==> src/rtl/mdio_pkg.sv <==
package mdio_pkg;
    localparam int PORT_W    = 5;
    localparam int FIELD_W   = 5;
    localparam int DATA_W    = 16;
    localparam int PRE_LEN   = 32;
    localparam int HDR_LEN   = 4 + PORT_W + FIELD_W;
    localparam int TA_LEN    = 2;
    localparam int FRAME_LEN = PRE_LEN + HDR_LEN + TA_LEN + DATA_W;
    localparam int BIT_W     = $clog2(FRAME_LEN);
    localparam int TA_POS    = PRE_LEN + HDR_LEN;
    localparam int DATA_POS  = TA_POS + TA_LEN;
    localparam int C45_SEL   = 30;
    localparam int DEV_LSB   = 16;

    localparam logic [1:0] SOF_LEGACY = 2'b01;
    localparam logic [1:0] SOF_EXT    = 2'b00;
    localparam logic [1:0] OPC_L_RD   = 2'b10;
    localparam logic [1:0] OPC_L_WR   = 2'b01;
    localparam logic [1:0] OPC_E_AD   = 2'b00;
    localparam logic [1:0] OPC_E_RD   = 2'b11;
    localparam logic [1:0] OPC_E_WR   = 2'b01;

    typedef enum logic [1:0] {ST_IDLE, ST_ARM, ST_SHIFT, ST_GAP} mst_state_e;

    typedef struct packed {
        mst_state_e           st;
        logic [BIT_W-1:0]     bitcnt;
        logic [FRAME_LEN-1:0] word;
        logic                 mdo;
        logic                 oe;
        logic                 rd_frame;
        logic                 addr_ph;
        logic                 pend;
        logic                 rd;
        logic                 c45;
        logic [PORT_W-1:0]    port;
        logic [FIELD_W-1:0]   lreg;
        logic [FIELD_W-1:0]   dev;
        logic [DATA_W-1:0]    offs;
        logic [DATA_W-1:0]    wdat;
        logic [DATA_W-1:0]    rdata;
        logic                 err;
        logic                 done;
    } mst_regs_t;
endpackage

==> src/rtl/mdio_mdc_gen.sv <==
module mdio_mdc_gen #(
    parameter int HALF_DIV = 4
) (
    input  logic clk,
    input  logic rst_n,
    output logic mdc,
    output logic fall_tick,
    output logic rise_tick
);
    localparam int CNT_W = (HALF_DIV > 1) ? $clog2(HALF_DIV) : 1;
    localparam logic [CNT_W-1:0] TERM = CNT_W'(HALF_DIV - 1);

    typedef struct packed {
        logic [CNT_W-1:0] cnt;
        logic             clk_lvl;
    } gen_regs_t;

    gen_regs_t q, n;
    logic      tick;

    assign tick      = (q.cnt == TERM);
    assign fall_tick = tick && q.clk_lvl;
    assign rise_tick = tick && !q.clk_lvl;
    assign mdc       = q.clk_lvl;

    always_comb begin
        n = q;
        if (tick) begin
            n.cnt     = '0;
            n.clk_lvl = !q.clk_lvl;
        end else begin
            n.cnt = q.cnt + 1'b1;
        end
    end

    always_ff @(posedge clk or negedge rst_n) begin
        if (!rst_n) q <= '0;
        else        q <= n;
    end

    AST_MDC_RISES_AFTER_TICK: assert property (@(posedge clk) disable iff (!rst_n)
        rise_tick |=> mdc);
    AST_MDC_FALLS_AFTER_TICK: assert property (@(posedge clk) disable iff (!rst_n)
        fall_tick |=> !mdc);
endmodule

==> src/rtl/mdio_frame_fmt.sv <==
module mdio_frame_fmt
    import mdio_pkg::*;
(
    input  logic                 c45,
    input  logic                 addr_phase,
    input  logic                 rd,
    input  logic [PORT_W-1:0]    port,
    input  logic [FIELD_W-1:0]   legacy_reg,
    input  logic [FIELD_W-1:0]   dev_id,
    input  logic [DATA_W-1:0]    offset,
    input  logic [DATA_W-1:0]    wdata,
    output logic [FRAME_LEN-1:0] word,
    output logic                 rd_frame
);
    logic [1:0]         sof, opc, ta;
    logic [FIELD_W-1:0] fld;
    logic [DATA_W-1:0]  payload;

    always_comb begin
        rd_frame = rd && !(c45 && addr_phase);
        sof      = c45 ? SOF_EXT : SOF_LEGACY;
        if (c45) opc = addr_phase ? OPC_E_AD : (rd ? OPC_E_RD : OPC_E_WR);
        else     opc = rd ? OPC_L_RD : OPC_L_WR;
        fld      = c45 ? dev_id : legacy_reg;
        // released bits are filled with ones; the enable is low there anyway
        ta       = rd_frame ? 2'b11 : 2'b10;
        payload  = rd_frame ? '1 : ((c45 && addr_phase) ? offset : wdata);
        word     = {{PRE_LEN{1'b1}}, sof, opc, port, fld, ta, payload};
    end
endmodule

==> src/rtl/mdio_master.sv <==
module mdio_master
    import mdio_pkg::*;
#(
    parameter int HALF_DIV = 4
) (
    input  logic        clk,
    input  logic        rst_n,
    input  logic        start,
    input  logic        rd_nwr,
    input  logic [4:0]  port_addr,
    input  logic [31:0] reg_num,
    input  logic [15:0] wdata,
    output logic [15:0] rdata,
    output logic        done,
    output logic        err,
    output logic        busy,
    output logic        mdc,
    output logic        mdio_o,
    output logic        mdio_oe,
    input  logic        mdio_i
);
    localparam logic [BIT_W-1:0] LAST_BIT  = BIT_W'(FRAME_LEN - 1);
    localparam logic [BIT_W-1:0] TA_FIRST  = BIT_W'(TA_POS);
    localparam logic [BIT_W-1:0] TA_SECOND = BIT_W'(TA_POS + 1);
    localparam logic [BIT_W-1:0] DATA_FIRST = BIT_W'(DATA_POS);

    mst_regs_t            q, n;
    logic                 fall_tick, rise_tick;
    logic [FRAME_LEN-1:0] fmt_word;
    logic                 fmt_rd;
    logic [BIT_W-1:0]     next_bit;
    logic                 unused_hi;

    assign unused_hi = ^{reg_num[31], reg_num[29:21], reg_num[15:5]};

    mdio_mdc_gen #(.HALF_DIV(HALF_DIV)) u_mdc (
        .clk       (clk),
        .rst_n     (rst_n),
        .mdc       (mdc),
        .fall_tick (fall_tick),
        .rise_tick (rise_tick)
    );

    mdio_frame_fmt u_fmt (
        .c45        (q.c45),
        .addr_phase (q.addr_ph),
        .rd         (q.rd),
        .port       (q.port),
        .legacy_reg (q.lreg),
        .dev_id     (q.dev),
        .offset     (q.offs),
        .wdata      (q.wdat),
        .word       (fmt_word),
        .rd_frame   (fmt_rd)
    );

    assign next_bit = q.bitcnt + 1'b1;

    always_comb begin
        n      = q;
        n.done = 1'b0;
        case (q.st)
            ST_IDLE: begin
                if (start) begin
                    n.st      = ST_ARM;
                    n.rd      = rd_nwr;
                    n.port    = port_addr;
                    n.c45     = reg_num[C45_SEL];
                    n.addr_ph = reg_num[C45_SEL];
                    n.lreg    = reg_num[FIELD_W-1:0];
                    n.dev     = reg_num[DEV_LSB +: FIELD_W];
                    n.offs    = reg_num[DATA_W-1:0];
                    n.wdat    = wdata;
                end
            end
            ST_SHIFT: begin
                if (rise_tick && q.rd_frame) begin
                    if (q.bitcnt == TA_SECOND) n.err = mdio_i;
                    if (q.bitcnt >= DATA_FIRST) n.rdata = {q.rdata[DATA_W-2:0], mdio_i};
                end
                if (fall_tick) begin
                    if (q.bitcnt == LAST_BIT) begin
                        n.st      = ST_GAP;
                        n.oe      = 1'b0;
                        n.pend    = q.addr_ph;
                        n.addr_ph = 1'b0;
                    end else begin
                        n.bitcnt = next_bit;
                        n.word   = q.word << 1;
                        n.mdo    = q.word[FRAME_LEN-2];
                        n.oe     = !(q.rd_frame && (next_bit >= TA_FIRST));
                    end
                end
            end
            ST_GAP: begin
                if (fall_tick && !q.pend) begin
                    n.st   = ST_IDLE;
                    n.done = 1'b1;
                    if (q.rd_frame && q.err) n.rdata = '1;
                end
            end
            default: ;
        endcase
        // frame launch: first frame after start, or the operation frame after an address frame
        if (fall_tick && (q.st == ST_ARM || (q.st == ST_GAP && q.pend))) begin
            n.st       = ST_SHIFT;
            n.pend     = 1'b0;
            n.word     = fmt_word;
            n.rd_frame = fmt_rd;
            n.mdo      = fmt_word[FRAME_LEN-1];
            n.oe       = 1'b1;
            n.bitcnt   = '0;
            n.err      = 1'b0;
        end
    end

    always_ff @(posedge clk or negedge rst_n) begin
        if (!rst_n) q <= '0;
        else        q <= n;
    end

    assign rdata   = q.rdata;
    assign done    = q.done;
    assign err     = q.err;
    assign busy    = (q.st != ST_IDLE);
    assign mdio_o  = q.mdo;
    assign mdio_oe = q.oe;

    AST_MDO_ON_FALL: assert property (@(posedge clk) disable iff (!rst_n)
        !$stable(mdio_o) |-> $fell(mdc));
    AST_OE_ON_FALL: assert property (@(posedge clk) disable iff (!rst_n)
        !$stable(mdio_oe) |-> $fell(mdc));
    AST_DONE_SINGLE: assert property (@(posedge clk) disable iff (!rst_n)
        done |=> !done);
    AST_DONE_IDLE: assert property (@(posedge clk) disable iff (!rst_n)
        done |-> !busy && !mdio_oe);
    AST_DRIVE_NEEDS_BUSY: assert property (@(posedge clk) disable iff (!rst_n)
        mdio_oe |-> busy);
    AST_ERR_ALL_ONES: assert property (@(posedge clk) disable iff (!rst_n)
        (done && err) |-> (rdata == 16'hFFFF));
endmodule

==> config.mk <==
export PLATFORM = sky130hd
export DESIGN_NAME = mdio_master
export DESIGN_NICKNAME = d
export VERILOG_FILES = /design/src/rtl/mdio_pkg.sv /design/src/rtl/mdio_mdc_gen.sv /design/src/rtl/mdio_frame_fmt.sv /design/src/rtl/mdio_master.sv
export SDC_FILE = /design/constraint.sdc
export NUM_CORES = 1
export LEC_CHECK = 0
export BUFFER_PORTS_ARGS = -buffer_cell sky130_fd_sc_hd__buf_2
export CORE_UTILIZATION = 30
export CTS_CLUSTER_DIAMETER = 30
export DETAILED_ROUTE_END_ITERATION = 6
export GPL_TIMING_DRIVEN = 0
export SYNTH_ARGS = -nofsm -noshare
export SYNTH_HDL_FRONTEND = slang
export SYNTH_HIERARCHICAL = 1
export SYNTH_SLANG_ARGS = --single-unit
==> constraint.sdc <==
create_clock -name clk -period 2.8 [get_ports clk]
set_input_delay 0.42 -clock clk [delete_from_list [all_inputs] [get_ports clk]]
set_output_delay 0.42 -clock clk [all_outputs]
set_load 0.02 [all_outputs]
* Yosys cells after proc, flatten, opt, wreduce, memory -nomap -nowiden
Cells that the tools add are included.
Word-level totals: register bits 146, output and inout port bits 22, input bits 58, word-level logic and storage cells 110
Operators by class: reduce and logical (&&, ||, !) cells 33, magnitude comparators 2, add/subtract/negate cells 2, multiplexer cells 35, eq/ne operators 18
Operators with widths (count):
- two-way mux 16 bit | 5
- two-way mux 75 bit | 1
- two-way mux 74 bit | 1
- two-way mux 72 bit | 1
- two-way mux 71 bit | 1
- case mux 16 bit (2 select lines) | 1
- two-way mux 2 bit | 10
- two-way mux 17 bit | 1
- nonzero test 2 bit | 8
- inequality test 2 bit (second input constant) | 7
- == test 6 bit (second input constant) | 2
- >= comparator 6 bit (second input constant) | 2
- two-way mux 1 bit | 11
- logical AND 1 bit | 10
- AND reduction 5 bit | 2
- inequality test 3 bit (second input constant) | 3
- AND reduction 3 bit | 3
- adder 6 x 1 -> 6 bit (second input constant) | 1
- == test 2 bit (second input constant) | 3
- case mux 2 bit (3 select lines) | 1
- two-way mux 5 bit | 1
- logical NOT 1 bit | 4
- AND reduction 2 bit | 2
- AND reduction 4 bit | 1
- other kinds (8) | 8

* Depth between registers and ports, before layout
Gate-level depths: netlist of run 1.
word-level depth 8, depth in mapped cells 10, depth with buffers taken out 6

* Modules after synthesis
Netlist of run 1, hierarchy kept.
By module, submodules not included:
- mdio_master | instances 1, sequential area each 3453.3 sq um, cells each 539, area each 6362.4 sq um
- mdio_frame_fmt | instances 1, sequential area each 0.0 sq um, cells each 108, area each 716.9 sq um
- mdio_mdc_gen | instances 1, sequential area each 75.1 sq um, cells each 8, area each 116.4 sq um

* Worst setup path after synthesis of run 1
No wires, ideal clock.
path type reg2reg, start point register u_mdc/q[1] (netlist name), end point register q, in the netlist rdata[10], cell stages (with the launch flop) 9, arrival 1.880 ns, data required time 2.675 ns, path slack 0.795 ns, buffers on the path 2, library setup time 0.125 ns, period minus slack after synthesis 2.005 ns, path through dfrtp_1 > ha_1 > and2_2 > buf_4 > and4b_1 > a31oi_1 > a21oi_2 > buf_4 > mux2_2
On the way: longest elaborated chain between the ends 5, elaborated cells on any way between the ends 8, those cells by class eq/ne (3); reduce/logical (5)
RTL lines:
- from (decl) | RTL line mdio_mdc_gen.sv:18 | gen_regs_t q, n;
- from (signal assigned) | RTL line mdio_mdc_gen.sv:38 | else q <= n;
- == test 2 bit | RTL line mdio_mdc_gen.sv:21 | assign tick = (q.cnt == TERM);
- logical AND 1 bit | RTL line mdio_mdc_gen.sv:22 | assign fall_tick = tick && q.clk_lvl;
- via fall_tick | RTL line mdio_master.sv:28 | logic fall_tick, rise_tick;
- logical AND 1 bit | RTL line mdio_master.sv:96 | if (fall_tick && !q.pend) begin
- inequality test 2 bit (no line)
- AND reduction 5 bit (no line)
- to (signal assigned) | RTL line mdio_master.sv:119 | else q <= n;
- to (decl) | RTL line mdio_master.sv:27 | mst_regs_t q, n;
The timed path passes the listed nets, and every way through them passes these cells. A chain may end at the register's enable or synchronous reset.

* Worst setup path in the final report of run 1
start point register u_mdc/q[1] (netlist name), end point register q[139] (netlist name)
On the way: longest elaborated chain between the ends 5, elaborated cells on any way between the ends 8, those cells by class eq/ne (2); mux (1); reduce/logical (5)
RTL lines:
- == test 2 bit * | RTL line mdio_mdc_gen.sv:21
- logical AND 1 bit * | RTL line mdio_mdc_gen.sv:22
- via fall_tick | RTL line mdio_master.sv:28
- logical AND 1 bit | RTL line mdio_master.sv:105 | if (fall_tick && (q.st == ST_ARM || (q.st == ST_GAP && q.pend))) begin
- inequality test 2 x 1 -> 1 bit (no line) / nonzero test 2 bit (equally long branches)
- AND reduction 3 bit (no line)
The timed path passes the listed nets; every way through them passes the cells marked *.

==> results.ini, run 1 <==
[final_layout]
fillers=2356
drive_above_1_share=0.351
seqCellArea_um2=3530
fin_cells=1108
diodes=0
finalNetCount=837
area_growth_pct=21.0
multiInputGateArea_um2=3060

[floorplan]
die_w_um=157
pin_count=80
core-area_um2=23500
dieArea_um2=24600
initial_core_util=0.307
fp.dieH_um=157
rows=56

[cts]
postCtsHoldBufs=0
cts_root_buf=clkbuf_16
cts.sinks=141
cts_buffer_depth=2
cts_post_setup_buffers_inserted=0
tritoncts=done
clk_latency_ns=0.43
cts_resized=0
cts_buffers=17
htreeDepth=4
clk_pin_slew_ns=0.06

[detailed_routing]
drtPass1Iterations=4
vias=5049
routed_wl_um=15200
ant_nets=0
via_per_inst=4.56
drc=0
drtIter0Drc=377
post_drt_wl_per_cell_um=13.7

[pwr]
p_sw_frac=0.320
p_seq_frac=0.409
comb_power_share=0.309
power.internal_uw=5740
total_leakage_power_uw=0.00392
ir_worst_vdd_mv=0.537
p_sw_uw=2700
p_clk_frac=0.282
powerDensity_nw_per_um2=968

[synth]
synth_async_sr_flop_share=1.00
synthCells=655
ys_seq_area_frac=0.490
syn_area_um2=7200
ys_top_cells_by_area=dfrtp_1 (49%), mux2_2 (10%), mux2i_1 (9.2%), buf_4 (6.9%), nand3_1 (5.6%)
synth_top_area_frac=0.490
yosysTopAreaCell=dfrtp_1
yosysUniqueCellTypes=52
synth_top_flop_cell=dfrtp_1
ys_seq_elements=141
synth.most_common_cell=dfrtp_1
yosys_warnings=6
avgSynthCellArea_um2=11.0
synth-edff-count=0
synth_commonest_cells=dfrtp_1 (141), nand3_1 (81), buf_4 (66), mux2_2 (66), mux2i_1 (66)

[sta]
timing.fmax_mhz=421
slew_viol_final=0
hold_viol=4
whs_ns=-0.00766
relSlewSlack=0.562
skew_ns=0.0143
finalCritPeriodShare=0.849
layout_min_cycle_time_ns=2.38
worst_pin_slew_ns=0.657
setup_viol=0
rsz0062_at_grt=no
fin_ws_ns=0.423

[grt]
antenna_found_initial=0
grt_pass1_vias=4925
grt_max_degree=76
grt_pass1_wl_um=25700
grt_overflow=0
grt.total_usage=0.134

[hold_path]
hold_class=input port to asynchronous set/reset pin

[run]
drv_cap=0

[setup_path]
crit_path_end_kind=flop
crit_type=flop to flop
crit_arrival_ns=2.67
cp-start-kind=flop
worst-path-max-fanout=10
critical_path_required_ns=3.09

[placed_design]
place_congestion=0.760
port_buffers=69
dp_slack_ns=0.424
place_inst=1076
hpwl_um=10300

[outcome]
failed_checks=hold timing
outcome=finished, violations left

cell type report:
cell class / instances / area share
clock inverter: 11 / 0.0178
multi-input combinational: 437 / 0.352
inverter: 4 / 0.00172
clock buffer: 21 / 0.0529
buffer: 105 / 0.0816
sequential: 141 / 0.405
tap: 319 / 0.0458
timing repair buffer: 70 / 0.0435
final timing paths:
check / cells after the start / from / end / slack [ns]
setup / recovery: 9 / u_mdc/q[1] / q[139] / 0.42
hold / removal: 1 / rst_n / q[60] / -0.008
setup reg to reg: 9 / u_mdc/q[1] / q[139] / 0.42
hold reg to reg: 1 / u_mdc/q[1] / u_mdc/q[1] / 0.42
max in group asynchronous: 2 / rst_n / q[143] / 2.00
min in group clk: 2 / wdata[13] / q[31] / 0.21
critical path, stage by stage, from the launching register on:
cell       delay, ns
dfrtp_1         0.34
ha_1            0.21
and2_2          0.15
buf_4           0.15
nand2_1         0.13
nor2_1          0.38
buf_4           0.29
buf_2           0.32
mux2i_1         0.13
o2bb2ai_1       0.14
power by group through the flow:
stage	registers (uW)	logic, uW	clock network (uW)
floorplan	3310	2090	0
global placement	3460	2570	0
detailed placement	3480	2640	0
CTS	3450	2640	2430
global route	3570	2940	2520
finish	3450	2610	2380
kinds of logic (layout without fill, tap and decap cells):
family          Yosys count  after routing  share of synthesized area
simple gates            159            159                      0.117
other cells               2             34                    0.00104
mux                     132            132                      0.195
buf+inv                 109            211                      0.101
flops                   141            141                      0.490
xor+xnor                  2              2                    0.00243
fa+ha+maj                 3              3                    0.00522
compound gates          107            107                     0.0882
registers in the layout (all words and copies together) (netlist names):
register	cells
done	1
rdata	16
mdio_o	1
q	118
u_mdc/mdc	1
u_mdc/q	2
err	1
mdio_oe	1
per-layer routing:
layer / vias to the layer above / part of all wire / GRT usage
met4: 0 / 0.012 / 0.0476
met1: 2474 / 0.51 / 0.188
met3: 11 / 0.034 / 0.0294
met5: - / 0 / 0
li1: 2466 / - / -
met2: 98 / 0.45 / 0.201
stage by stage:
| stage | utilization | area [um2] | setup TNS [ns] | total power (uW) |
|---|---|---|---|---|
| floorplan | - | 7320 | 0 | 5400 |
| global placement | 0.343 | 8060 | -119.77 | 6030 |
| detailed placement | 0.345 | 8090 | 0 | 6110 |
| CTS | 0.371 | 8710 | 0 | 8520 |
| global route | 0.371 | 8710 | 0 | 9030 |
| finish | 0.371 | 8710 | 0 | 8430 |
placed cells by master, fill, tap and decap left out, types with 2 or more instances in the layout:
| cell type | count |
|---|---|
| o21ai_2 | 9 |
| clkinv_4 | 3 |
| buf_6 | 4 |
| clkbuf_8 | 2 |
| buf_2 | 84 |
| clkbuf_1 | 15 |
| and3_1 | 3 |
| o2bb2ai_1 | 4 |
| o21ai_1 | 28 |
| a21oi_1 | 4 |
| ha_1 | 3 |
| nand2b_1 | 19 |
| and4b_1 | 2 |
| mux2i_1 | 66 |
| xor2_1 | 2 |
| clkbuf_2 | 5 |
| inv_1 | 4 |
| dfrtp_1 | 141 |
| and2_1 | 2 |
| inv_6 | 3 |
| nand3_1 | 81 |
| nor3_1 | 2 |
| nor2b_1 | 6 |
| bufinv_16 | 3 |
| o21ai_0 | 49 |
| conb_1 | 34 |
| nand2_1 | 10 |
| mux2_2 | 66 |
| nor2_1 | 22 |
| buf_4 | 66 |
| a21oi_2 | 2 |
| clkbuf_16 | 17 |
(Power assumes the default switching activity.)
==> run 2: changes to the inputs <==
clock period = 2.5 ns   (was 2.8 ns; I/O delays follow)
==> run 2 against run 1 <==
Compared with the run above: the flow now finishes without violations; non-clock buffer count is 1 higher; global-route usage stayed put; via count stayed put; combinational power is 12% higher; setup slack worse by 0.17 ns; cell count hardly changed.
==> results.ini, run 2 (synthesis gave the netlist of run 1 again) <==
[outcome]
outcome=finished clean

[cts]
cts.sinks=141
cts_buffer_depth=2
tritoncts=done
clk_latency_ns=0.44
clk_pin_slew_ns=0.06
htreeDepth=4
cts_buffers=17
cts_root_buf=clkbuf_16
cts_post_setup_buffers_inserted=0

[final_layout]
multiInputGateArea_um2=3070
final_cell_mix=dfrtp_1 (141), buf_2 (84), nand3_1 (81)
final_common_cell=dfrtp_1
fin_cells=1109
largest_register=q
seqCellArea_um2=3530
largest_register_ffs=118
drive_above_1_share=0.352
fillers=2355
diodes=0
finalNetCount=838
area_growth_pct=21.3

[floorplan]
rows=56
core-area_um2=23500
fp.dieH_um=157
die_w_um=157
dieArea_um2=24600
initial_core_util=0.307
pin_count=80

[sta]
worst_pin_slew_ns=0.657
rsz0062_at_grt=no
timing.fmax_mhz=445
setup_viol=0
slew_viol_final=0
layout_min_cycle_time_ns=2.25
skew_ns=0.0242
finalCritPeriodShare=0.900
whs_ns=0.166
finalSetupTns_ns=0
hold_viol=0
relSlewSlack=0.562

[placed_design]
port_buffers=69
place_inst=1076
hpwl_um=10300
place_congestion=0.760

[detailed_routing]
via_per_inst=4.55
wl_met2_um=6870
drtIter0Drc=350
wl_met1_um=7690
post_drt_wl_per_cell_um=13.8
drc=0
vias=5049
ant_nets=0
drtPass1Iterations=5
wl_met3_um=559
routed_wl_um=15300
top_layer_used=met4

[grt]
grt_pass1_vias=4925
antenna_found_initial=0
grt_overflow=0
grt.total_usage=0.134
grt_max_degree=76
grt_pass1_wl_um=25700

[hold_path]
hold_class=input port to flop

[setup_path]
crit_type=flop to flop
critical_path_required_ns=2.79
crit_arrival_ns=2.54
cp-start-kind=flop
crit_path_end_kind=flop
worst-path-max-fanout=10

[pwr]
design_power_total_uw=9460
total_leakage_power_uw=0.00393
ir_worst_vdd_mv=0.601
powerDensity_nw_per_um2=1080

[run]
drv_cap=0

-- run 2: final cells by class --
cell class,count,area share
plain buffers,105,0.0814
clock buffers,21,0.0527
clock inverters,11,0.0178
inverters,4,0.00172
multi-input cells,437,0.352
flip-flops and latches,141,0.404
well taps,319,0.0457
repair buffers,71,0.0446
-- run 2: report_power, final --
group          internal [uW]  switching (uW)
Combinational           1530            1400
Sequential              3260             603
Clock                   1640            1030
-- run 2: path summary, 6_finish.rpt --
check	to	cells past startpoint	slack [ns]	from
max in group asynchronous	q[67]	3	1.17	rst_n
worst max register to register	q[139]	9	0.25	u_mdc/q[1]
worst min-delay path	q[31]	2	0.17	wdata[13]
worst max-delay path	q[139]	9	0.25	u_mdc/q[1]
worst min register to register	u_mdc/q[1]	1	0.42	u_mdc/q[1]
min in group asynchronous	q[60]	2	0.50	rst_n
-- run 2: timing repair --
item                       4_1_cts  5_1_grt
hold endpoints to repair        48        0
gates resized for setup          0        2
hold buffers                     1        0
setup endpoints to repair        0       23
-- run 2: worst max-delay path, stage by stage, from the launching register on --
cell	delay, ns
dfrtp_1	0.34
ha_1	0.21
and2_2	0.15
buf_4	0.16
nand2_1	0.14
nor2_2	0.26
buf_4	0.26
buf_2	0.32
mux2i_1	0.13
o2bb2ai_1	0.14
-- run 2: metrics by stage --
| step | instance area [um2] | setup slack [ns] | util |
|---|---|---|---|
| after floorplan | 7320 | 0.495 | - |
| after global placement | 8060 | -1.11 | 0.343 |
| after detailed placement | 8090 | 0.124 | 0.345 |
| after CTS | 8720 | 0.103 | 0.371 |
| after global routing | 8730 | 0.0300 | 0.372 |
| final | 8730 | 0.251 | 0.372 |
-- run 2: metal layers --
metal  vias up  GRT usage
met5         -          0
li1       2461          -
met3        12     0.0294
met1      2472      0.188
met4         0     0.0476
met2       104      0.201
==> run 3: changes to the inputs <==
clock period = 2.2 ns   (was 2.5 ns; I/O delays follow)
==> run 3 against run 2 <==
Compared with the run above: die area unchanged; flip-flop and latch count unchanged; clock power increased by 14%; global-route usage about the same; largest cell class unchanged.
==> results.ini, run 3 (synthesis gave the netlist of run 1 again) <==
[detailed_routing]
routed_wl_um=15200
drtPass1Iterations=4
drc=0
vias=5036
post_drt_wl_per_cell_um=13.7
ant_nets=0
drtIter0Drc=373
via_per_inst=4.53

[floorplan]
core-area_um2=23500
rows=56
fp.dieH_um=157
initial_core_util=0.307
die_w_um=157
dieArea_um2=24600
pin_count=80

[cts]
cts_buffers=17
clk_pin_slew_ns=0.06
tritoncts=done
htreeDepth=4
cts.sinks=141
cts_buffer_depth=2
clk_latency_ns=0.43
cts_root_buf=clkbuf_16

[final_layout]
final_cell_mix=dfrtp_1 (141), nand3_1 (81), buf_2 (79), buf_4 (67)
finalNetCount=840
largest_register_ffs=118
area_growth_pct=22.2
drive_above_1_share=0.362
fin_cells=1111
final_area_um2=8790
final_common_cell=dfrtp_1
largest_register=q
diodes=0
fillers=2349

[outcome]
outcome=finished clean

[setup_path]
slowest_stage=dfrtp_1
crit_type=flop to flop
cp-start-kind=flop
worst-path-max-fanout=10
cp_cell_sequence=ha_1 > and2_2 > buf_4 > nand2_2 > or2_0 > clkbuf_2 > and2_4 > buf_6 > buf_4 > o21ai_1
crit_top_cell=buf_4
critical_path_required_ns=2.50
cp_slowest_stage_delay_ns=0.38
crit_path_end_kind=flop
crit_arrival_ns=2.38

[grt]
grt_overflow=0
grt_pass1_wl_um=25800
grt_pass1_vias=4923
grt.total_usage=0.134
grt_max_degree=76
antenna_found_initial=0

[sta]
relSlewSlack=0.564
finalSetupTns_ns=0
fin_ws_ns=0.121
setup_viol=0
whs_ns=0.130
skew_ns=0.0129
rsz0062_at_grt=no
slew_viol_final=0
timing.fmax_mhz=481
finalCritPeriodShare=0.945
worst_pin_slew_ns=0.654
hold_viol=0
layout_min_cycle_time_ns=2.08

[pwr]
p_sw_frac=0.319
powerDensity_nw_per_um2=1220
total_leakage_power_uw=0.00397
comb_power_share=0.310
p_sw_uw=3430
p_seq_frac=0.409
ir_worst_vdd_mv=0.682
p_clk_frac=0.281
power.internal_uw=7310

[placed_design]
dp_slack_ns=-0.176
hpwl_um=10300
place_inst=1076
place_congestion=0.760
port_buffers=69
place_area_um2=8090

[run]
drv_cap=0

[hold_path]
hold_class=input port to flop

==> run 3: changes by cell type in the layout (fill, tap and decap cells not counted), sizes merged <==
cell	previous run	this run
clkbuf	40	43
buf	156	155
==> run 3: worst max-delay path, delay by kind of cell (launching register included) <==
kind                     cells  cell delay (ns)
flip-flops                   1             0.38
buffers and inverters        4             0.64
AO/OA/AOI/OAI                1             0.09
AND/OR/NAND/NOR              4             0.62
adder cells (fa/ha/maj)      1             0.24
==> run 3: final cells by class <==
cell class              count  area (um2)  area share
repair buffers             73         417      0.0474
multi-input cells         437        3080       0.351
well taps                 319         399      0.0454
plain buffers             105         737      0.0838
inverters                   4        15.0     0.00171
flip-flops and latches    141        3530       0.401
clock inverters            11         155      0.0176
clock buffers              21         460      0.0524
==> run 3: final timing paths <==
| kind | from | slack [ns] | cells past startpoint | endpoint |
|---|---|---|---|---|
| setup / recovery | u_mdc/q[1] | 0.12 | 10 | q[112] |
| hold / removal | wdata[11] | 0.13 | 2 | q[29] |
| setup reg to reg | u_mdc/q[1] | 0.12 | 10 | q[112] |
| hold reg to reg | u_mdc/q[1] | 0.42 | 1 | u_mdc/q[1] |
| max in group asynchronous | rst_n | 0.92 | 3 | q[143] |
| min in group asynchronous | rst_n | 0.47 | 2 | q[60] |
==> run 3: metrics by stage <==
stage | total power, uW | utilization
4_1_cts | 10800 | 0.373
6_report | 10700 | 0.375
3_5_place_dp | 7780 | 0.345
2_1_floorplan | 6880 | -
3_3_place_gp | 7680 | 0.343
5_1_grt | 11500 | 0.375
==> run 3: power groups by stage <==
stage / sequential [uW] / clock, uW / combinational (uW)
detailed placement: 4430 / 0 / 3350
floorplan: 4220 / 0 / 2660
global route: 4540 / 3210 / 3760
finish: 4390 / 3020 / 3320
global placement: 4410 / 0 / 3270
CTS: 4390 / 3090 / 3370
==> run 3: metal layers <==
layer  GRT usage  wire [um]  vias to the layer above
met1       0.189       7750                     2461
met2       0.201       6760                       90
met3      0.0294        487                       15
met4      0.0476        193                        0
li1            -          -                     2470
met5           0          0                        -
==> run 3: what timing repair did <==
| item | 4_1_cts | 5_1_grt |
|---|---|---|
| resized for setup | 6 | 15 |
| endpoints found under the setup margin | 82 | 65 |
| cloned | 0 | 0 |
| pin swaps | 0 | 1 |
| endpoints found under the hold margin | 66 | 0 |
| setup buffers | 1 | 1 |
| hold buffers | 1 | 0 |
